## config.mk

```make
export PLATFORM = sky130hd
export DESIGN_NAME = pic_irq_capture
export DESIGN_NICKNAME = d
export VERILOG_FILES = /design/src/rtl/pic_pkg.sv /design/src/rtl/pic_req_sync.sv /design/src/rtl/pic_req_latch.sv /design/src/rtl/pic_ack_seq.sv /design/src/rtl/pic_irq_capture.sv
export SDC_FILE = /design/constraint.sdc
export NUM_CORES = 1
export LEC_CHECK = 0
export BUFFER_PORTS_ARGS = -buffer_cell sky130_fd_sc_hd__buf_2
export CAP_MARGIN = 20
export CORE_MARGIN = 3
export CORE_UTILIZATION = 32
export DETAILED_ROUTE_END_ITERATION = 8
export HOLD_SLACK_MARGIN = 0.08
export PLACE_DENSITY = 0.62
export SYNTH_ARGS = -nofsm -noshare
export SYNTH_HDL_FRONTEND = slang
export SYNTH_SLANG_ARGS = --single-unit
export TNS_END_PERCENT = 5
```

## constraint.sdc

```tcl
create_clock -name clk_i -period 2.3 [get_ports clk_i]
set_clock_uncertainty 0.05 [all_clocks]
set_input_delay 0.345 -clock clk_i [delete_from_list [all_inputs] [get_ports clk_i]]
set_output_delay 0.345 -clock clk_i [all_outputs]
set_load 0.01 [all_outputs]
```

## src/rtl/pic_pkg.sv

```systemverilog
package pic_pkg;

    typedef enum logic {
        ACK_IDLE  = 1'b0,
        ACK_WAIT2 = 1'b1
    } ack_state_e;

endpackage

```

## src/rtl/pic_req_sync.sv

```systemverilog
module pic_req_sync #(
    parameter int N_REQ  = 8,
    parameter int STAGES = 2
) (
    input  logic             clk_i,
    input  logic             rst_ni,
    input  logic [N_REQ-1:0] req_i,
    output logic [N_REQ-1:0] req_sync_o,
    output logic [N_REQ-1:0] req_rise_o
);
    typedef struct packed {
        logic [STAGES-1:0][N_REQ-1:0] pipe;
        logic [N_REQ-1:0]             prev;
    } sync_t;

    sync_t s_d, s_q;

    always_comb begin
        s_d         = s_q;
        s_d.pipe[0] = req_i;
        for (int k = 1; k < STAGES; k++) begin
            s_d.pipe[k] = s_q.pipe[k-1];
        end
        s_d.prev = s_q.pipe[STAGES-1];
    end

    always_ff @(posedge clk_i or negedge rst_ni) begin
        if (!rst_ni) s_q <= '0;
        else         s_q <= s_d;
    end

    assign req_sync_o = s_q.pipe[STAGES-1];
    assign req_rise_o = s_q.pipe[STAGES-1] & ~s_q.prev;

endmodule

```

## src/rtl/pic_req_latch.sv

```systemverilog
module pic_req_latch #(
    parameter int N_REQ = 8
) (
    input  logic             clk_i,
    input  logic             rst_ni,
    input  logic [N_REQ-1:0] req_sync_i,
    input  logic [N_REQ-1:0] req_rise_i,
    input  logic             level_mode_i,
    input  logic [N_REQ-1:0] grant_clr_i,
    output logic [N_REQ-1:0] irr_o
);
    typedef struct packed {
        logic [N_REQ-1:0] irr;
    } latch_t;

    latch_t l_d, l_q;

    always_comb begin
        l_d = l_q;
        for (int i = 0; i < N_REQ; i++) begin
            if (!req_sync_i[i]) begin
                l_d.irr[i] = 1'b0;
            end else if (grant_clr_i[i]) begin
                l_d.irr[i] = 1'b0;
            end else if (level_mode_i || req_rise_i[i]) begin
                l_d.irr[i] = 1'b1;
            end
        end
    end

    always_ff @(posedge clk_i or negedge rst_ni) begin
        if (!rst_ni) l_q <= '0;
        else         l_q <= l_d;
    end

    assign irr_o = l_q.irr;

endmodule

```

## src/rtl/pic_ack_seq.sv

```systemverilog
module pic_ack_seq
    import pic_pkg::*;
#(
    parameter int N_REQ = 8,
    localparam int VEC_W = $clog2(N_REQ)
) (
    input  logic             clk_i,
    input  logic             rst_ni,
    input  logic             inta_i,
    input  logic             eoi_i,
    input  logic [N_REQ-1:0] irr_i,
    input  logic [N_REQ-1:0] mask_i,
    output logic [N_REQ-1:0] grant_clr_o,
    output logic [N_REQ-1:0] isr_o,
    output logic             int_o,
    output logic             vec_valid_o,
    output logic [VEC_W-1:0] vec_o,
    output logic             spurious_o
);
    localparam logic [VEC_W-1:0] SPUR_VEC = VEC_W'(N_REQ - 1);

    typedef struct packed {
        ack_state_e       state;
        logic             inta_prev;
        logic             cand_valid;
        logic [VEC_W-1:0] cand;
        logic [N_REQ-1:0] isr;
        logic             vec_valid;
        logic [VEC_W-1:0] vec;
        logic             spurious;
    } seq_t;

    seq_t s_d, s_q;

    logic [N_REQ-1:0] blocked;
    logic [N_REQ-1:0] eligible;
    logic             pick_found;
    logic [VEC_W-1:0] pick_idx;
    logic [N_REQ-1:0] isr_eoi;
    logic             inta_rise;

    // bit i is blocked when any in-service bit at index 0..i is set
    always_comb begin
        logic acc;
        acc = 1'b0;
        for (int i = 0; i < N_REQ; i++) begin
            acc        = acc | s_q.isr[i];
            blocked[i] = acc;
        end
    end

    assign eligible = irr_i & ~mask_i & ~blocked;

    always_comb begin
        pick_found = 1'b0;
        pick_idx   = '0;
        for (int i = N_REQ - 1; i >= 0; i--) begin
            if (eligible[i]) begin
                pick_found = 1'b1;
                pick_idx   = VEC_W'(i);
            end
        end
    end

    always_comb begin
        logic hit;
        isr_eoi = s_q.isr;
        hit     = 1'b0;
        if (eoi_i) begin
            for (int i = 0; i < N_REQ; i++) begin
                if (!hit && s_q.isr[i]) begin
                    isr_eoi[i] = 1'b0;
                    hit        = 1'b1;
                end
            end
        end
    end

    assign inta_rise = inta_i & ~s_q.inta_prev;

    always_comb begin
        s_d           = s_q;
        s_d.inta_prev = inta_i;
        s_d.vec_valid = 1'b0;
        s_d.spurious  = 1'b0;
        s_d.isr       = isr_eoi;
        grant_clr_o   = '0;
        unique case (s_q.state)
            ACK_IDLE: begin
                if (inta_rise) begin
                    s_d.cand_valid = pick_found;
                    s_d.cand       = pick_idx;
                    s_d.state      = ACK_WAIT2;
                end
            end
            ACK_WAIT2: begin
                if (inta_rise) begin
                    s_d.vec_valid = 1'b1;
                    s_d.state     = ACK_IDLE;
                    if (s_q.cand_valid && irr_i[s_q.cand]) begin
                        s_d.isr[s_q.cand]      = 1'b1;
                        grant_clr_o[s_q.cand]  = 1'b1;
                        s_d.vec                = s_q.cand;
                    end else begin
                        s_d.vec      = SPUR_VEC;
                        s_d.spurious = 1'b1;
                    end
                end
            end
            default: s_d.state = ACK_IDLE;
        endcase
    end

    always_ff @(posedge clk_i or negedge rst_ni) begin
        if (!rst_ni) s_q <= '0;
        else         s_q <= s_d;
    end

    assign isr_o       = s_q.isr;
    assign int_o       = |eligible;
    assign vec_valid_o = s_q.vec_valid;
    assign vec_o       = s_q.vec;
    assign spurious_o  = s_q.spurious;

endmodule

```

## src/rtl/pic_irq_capture.sv

```systemverilog
module pic_irq_capture #(
    parameter int N_REQ       = 8,
    parameter int SYNC_STAGES = 2,
    localparam int VEC_W = $clog2(N_REQ)
) (
    input  logic             clk_i,
    input  logic             rst_ni,
    input  logic [N_REQ-1:0] req_i,
    input  logic             mode_we_i,
    input  logic             mode_level_i,
    input  logic             mask_we_i,
    input  logic [N_REQ-1:0] mask_wdata_i,
    input  logic             inta_i,
    input  logic             eoi_i,
    output logic [N_REQ-1:0] irr_o,
    output logic [N_REQ-1:0] isr_o,
    output logic             int_o,
    output logic             vec_valid_o,
    output logic [VEC_W-1:0] vec_o,
    output logic             spurious_o
);
    typedef struct packed {
        logic [N_REQ-1:0] mask;
        logic             level;
    } cfg_t;

    cfg_t c_d, c_q;

    logic [N_REQ-1:0] req_sync;
    logic [N_REQ-1:0] req_rise;
    logic [N_REQ-1:0] grant_clr;
    logic [N_REQ-1:0] mask_q;
    logic             level_q;

    always_comb begin
        c_d = c_q;
        if (mask_we_i) c_d.mask  = mask_wdata_i;
        if (mode_we_i) c_d.level = mode_level_i;
    end

    always_ff @(posedge clk_i or negedge rst_ni) begin
        if (!rst_ni) begin
            c_q.mask  <= '1;
            c_q.level <= 1'b0;
        end else begin
            c_q <= c_d;
        end
    end

    assign mask_q  = c_q.mask;
    assign level_q = c_q.level;

    pic_req_sync #(.N_REQ(N_REQ), .STAGES(SYNC_STAGES)) u_sync (
        .clk_i      (clk_i),
        .rst_ni     (rst_ni),
        .req_i      (req_i),
        .req_sync_o (req_sync),
        .req_rise_o (req_rise)
    );

    pic_req_latch #(.N_REQ(N_REQ)) u_latch (
        .clk_i        (clk_i),
        .rst_ni       (rst_ni),
        .req_sync_i   (req_sync),
        .req_rise_i   (req_rise),
        .level_mode_i (level_q),
        .grant_clr_i  (grant_clr),
        .irr_o        (irr_o)
    );

    pic_ack_seq #(.N_REQ(N_REQ)) u_seq (
        .clk_i       (clk_i),
        .rst_ni      (rst_ni),
        .inta_i      (inta_i),
        .eoi_i       (eoi_i),
        .irr_i       (irr_o),
        .mask_i      (mask_q),
        .grant_clr_o (grant_clr),
        .isr_o       (isr_o),
        .int_o       (int_o),
        .vec_valid_o (vec_valid_o),
        .vec_o       (vec_o),
        .spurious_o  (spurious_o)
    );

endmodule

```

# Word level (Yosys, flattened, before mapping)
# Index checks and enable logic that the tools add are counted.
# word_totals
ff_bits	60
output_inout_bits	22
# classes
n_lt_le_gt_ge	2
n_eq_ne	8
muxes	77
bitwise_logic	17
reduce_logical	27
# ops
operator	count
1-bit two-way mux	58
8-bit two-way mux	5
3-bit two-way mux	9
13-bit two-way mux	2
8-bit AND	3
3-bit by 2-bit inequality test with 1-bit output (second input constant)	8
8-bit NOT	3
1-bit logical AND	9
1-bit logical OR	8
8-bit OR	1
8-bit OR reduction	1
1-bit logical NOT	7
1-bit OR	7
3-bit by 4-bit less-than comparator with 1-bit output (second input constant)	1
2-bit AND reduction	2
1-bit binary-select mux with 3-bit select	1
1-bit demux with 3-bit select	1
3-bit by 1-bit >= comparator with 1-bit output (second input constant)	1
1-bit NOT	2
1-bit one-hot mux with 2 select lines	1
1-bit AND	1

# Depth between registers and ports, before layout
# logic_depth
ltp_word	34
ltp_mapped	6
depth_no_buf	5

# Hierarchy
# Synthesis repeated with hierarchy kept, for this count alone.
# unflattened
hier_cells	213
hier_area_um2	2720.1
# modules_own_cells
module	instances	cells_each	area_each_um2
pic_ack_seq	1	129	1179.9
pic_req_sync	1	40	770.7
pic_req_latch	1	25	391.6
pic_irq_capture	1	19	377.9

# Worst setup path after synthesis
# No wires, ideal clock.
# synth_timing
path_type	flip-flop to output port
from	reg u_seq.s_q, in the netlist u_seq.isr_o[6]
to	out int_o
t_arrival_ns	1.332
required_ns	1.905
path_slack_ns	0.573
path_stages_with_launch	5
cell_sequence	dfrtp_1 -> or4b_4 -> a31oi_1 -> o21ai_0 -> nand2_1
# synth_between
elab_chain_cells	5
# synth_lines
element	line	text
from (decl)	pic_ack_seq.sv:33	seq_t s_d, s_q;
from (signal assigned)	pic_ack_seq.sv:115	if (!rst_ni) s_q <= '0;
from (signal assigned)	pic_ack_seq.sv:116	else s_q <= s_d;
1-bit OR (*)	pic_ack_seq.sv:47	acc = acc | s_q.isr[i];
1-bit OR	pic_ack_seq.sv:47	
8-bit NOT (*)	pic_ack_seq.sv:52	assign eligible = irr_i & ~mask_i & ~blocked;
8-bit AND (*)	pic_ack_seq.sv:52	
8-bit OR reduction (*)	pic_ack_seq.sv:120	assign int_o = |eligible;
to (decl)	pic_irq_capture.sv:17	output logic int_o,
# Every way passes the cells marked *; elsewhere a longest branch is shown, timed or not.

# Worst setup path in the final report
# Ends and elaborated chain as after synthesis.

==> results.sh <==
export IMPL_arrival_ns=1.80
export IMPL_die_w_um=92.9
export IMPL_clk_latency_ns=0.34
export IMPL_grt_pass1_vias=1670
export IMPL_pin_count=45
export IMPL_netlist_instances=203
export IMPL_slew_limit_headroom=0.686
export IMPL_die_area_mm2=0.00863
export IMPL_period_share=0.955
export IMPL_synthArstFlopShare=1.00
export IMPL_finalSetupViolCount=0
export IMPL_finalMaxSlewViolations=0
export IMPL_vias=1692
export IMPL_gp_congestion=0.833
export IMPL_startpoint_type="flip-flop"
export IMPL_dpl_hpwl_um=3650
export IMPL_hp_class="in2reg"
export IMPL_routedWlPerCell_um=14.4
export IMPL_syn_to_final_growth_pct=26.6
export IMPL_maxCapViolCount=0
export IMPL_yosysWarnings=0
export IMPL_clk_pin_slew_ns=0.07
export IMPL_p_leak_nw=1.41
export IMPL_pwr_share_seq=0.437
export IMPL_crit_path_end_kind="primary output"
export IMPL_clkPwrFrac=0.340
export IMPL_layout_commonest_cell="dfrtp_1"
export IMPL_slowest_stage="or4b_4"
export IMPL_path_class="reg2out"
export IMPL_p_total_mw=3.05
export IMPL_drive_gt1_frac=0.357
export IMPL_synth_seq_area_share=0.626
export IMPL_synthFlopType="dfrtp_1"
export IMPL_final_antenna_net_count=0
export IMPL_power_internal_mw=2.13
export IMPL_cts_tree="yes"
export IMPL_ir_drop_mv=0.356
export IMPL_drtIter0Drc=85
export IMPL_p_comb_frac=0.223
export IMPL_dr_pass1_iters=4
export IMPL_crit_fanout=4
export IMPL_drc=0
export IMPL_syn_nets=228
export IMPL_p_switching_uw=914
export IMPL_cp_required_ns=1.90
export IMPL_grt_max_degree=61
export IMPL_final_cell_mix="dfrtp_1 (51), buf_2 (44), nand2_1 (23)"
export IMPL_rows=31
export IMPL_via_per_inst=4.67
export IMPL_dpl_cell_area_mm2=0.00270
export IMPL_cts_buffer_depth=2
export IMPL_cts_max_level=3
export IMPL_numPortBuffers=44
export IMPL_synth_edf_count=0
export IMPL_antenna_found_initial=0
export IMPL_swShare=0.300
export IMPL_num_antenna_cells=0
export IMPL_fmax_ghz=0.455
export IMPL_coreArea_mm2=0.00729
export IMPL_wl_um=5210
export IMPL_fin_nets=283
export IMPL_cp_cell_sequence="or4b_4 > a31oi_4 > o21ai_2 > nand2_1 > buf_2"
export IMPL_timing_hold_ws_ns=0.171
export IMPL_die_y_um=92.9
export IMPL_synth_area_mm2=0.00242
export IMPL_avgSynthCellArea_um2=11.9
export IMPL_initial_utilization=0.331
export IMPL_power_per_cell_area_mw_per_mm2=996
export IMPL_clock_root_buffer="clkbuf_8"
export IMPL_worst_slew_pin_transition_ns=0.470
export IMPL_period_needed_ns=2.20
export IMPL_rsz0062_at_grt="false"
export IMPL_fin_area_mm2=0.00306
export IMPL_overflow=0
export IMPL_grtUsageTotal=0.134
export IMPL_outcome="finished clean"
export IMPL_ys_ff_latch=60
export IMPL_max_stage_delay_ns=0.58
export IMPL_ys_types=41
export IMPL_grt_pass1_wl_um=8480
export IMPL_hold_viol_final=0
export IMPL_finalSetupTns_ns=0
export IMPL_cts_sinks=60
export IMPL_cts_buffers=9
==> power groups by stage <==
stage          logic (mW)  registers (mW)  clock network (mW)
2_1_floorplan       0.470            1.31                   0
3_3_place_gp        0.646            1.34                   0
3_5_place_dp        0.651            1.35                   0
4_1_cts             0.672            1.33                1.07
5_1_grt             0.748            1.35                1.12
6_report            0.680            1.33                1.04
==> Yosys cell counts, drive strengths merged, types with 4 or more instances <==
master,number,share of area
mux2i,5,0.021
a31oi,6,0.016
o21ai,10,0.021
dfstp,8,0.087
inv,9,0.014
mux2,8,0.037
nand2,23,0.036
dfrtp,52,0.54
o31ai,4,0.014
nor2b,4,0.010
buf,13,0.039
nor2,17,0.026
==> critical path, delay by kind of cell, from the launching register on <==
kind                   cells  cell delay (ns)
AOI/OAI and AO/OA          2             0.28
and+or+nand+nor            2             0.65
buffers and inverters      1             0.12
DFF                        1             0.41
==> worst paths after layout <==
| check | start | endpoint | slack [ns] | depth (start not counted) |
|---|---|---|---|---|
| setup / recovery | u_seq.isr_o[6] | int_o | 0.10 | 5 |
| hold / removal | mask_wdata_i[2] | mask_q[2] | 0.17 | 3 |
| setup reg to reg | u_seq.isr_o[0] | u_seq.isr_o[7] | 0.47 | 4 |
| hold reg to reg | u_sync.s_d[20] | u_sync.req_sync_o[4] | 0.30 | 0 |
| max in group asynchronous | rst_ni | mask_q[0] | 1.41 | 3 |
| min in group asynchronous | rst_ni | u_sync.s_d[21] | 0.49 | 3 |
==> timing repair <==
action,CTS,global route
endpoints found under the setup margin,1,1
hold endpoints to repair,61,0
gates resized for setup,2,5
buffers inserted,1,0
gates cloned,0,0
hold buffers,10,0
==> flip-flops by register name, summed over array words and instances, names as in the netlist <==
signal             flops
mask_q                 8
u_sync.s_q             8
u_seq.vec_o            3
u_latch.irr_o          8
u_sync.req_sync_o      8
u_seq.spurious_o       1
u_sync.s_d             8
u_seq.s_q              6
level_q                1
u_seq.vec_valid_o      1
u_seq.isr_o            8
==> stage by stage <==
step                utilization  std cells  setup WS (ns)
finish                    0.420        362          0.102
global route              0.420        362        0.00783
floorplan                     -        203          0.573
global placement          0.371        335          0.344
detailed placement        0.371        335          0.305
CTS                       0.416        362         0.0232
==> kinds of logic after synthesis <==
family	count (synthesis)	synth area share
AO/OA/AOI/OAI	36	0.105
adder cells (fa/ha/maj)	2	0.0104
buffers and inverters	25	0.0580
flip-flops	60	0.626
multiplexers	13	0.0580
AND/OR/NAND/NOR	67	0.143
==> metal layers <==
layer / wire length [um] / GRT usage / up-vias
met4: 101 / 0.0733 / 0
li1: - / - / 810
met5: 0 / 0 / -
met3: 424 / 0.0504 / 9
met1: 2390 / 0.183 / 817
met2: 2290 / 0.181 / 56
==> final cells by class <==
class                           count  area [um2]
Multi-Input combinational cell    118         795
Fill cell                         718        4230
Tap cell                           99         124
Inverter                            9        33.8
Clock inverter                      5        75.1
Sequential cell                    60        1510
Timing Repair Buffer               60         378
Clock buffer                       11         141
Note: power is estimated with default switching activity, not from simulation.
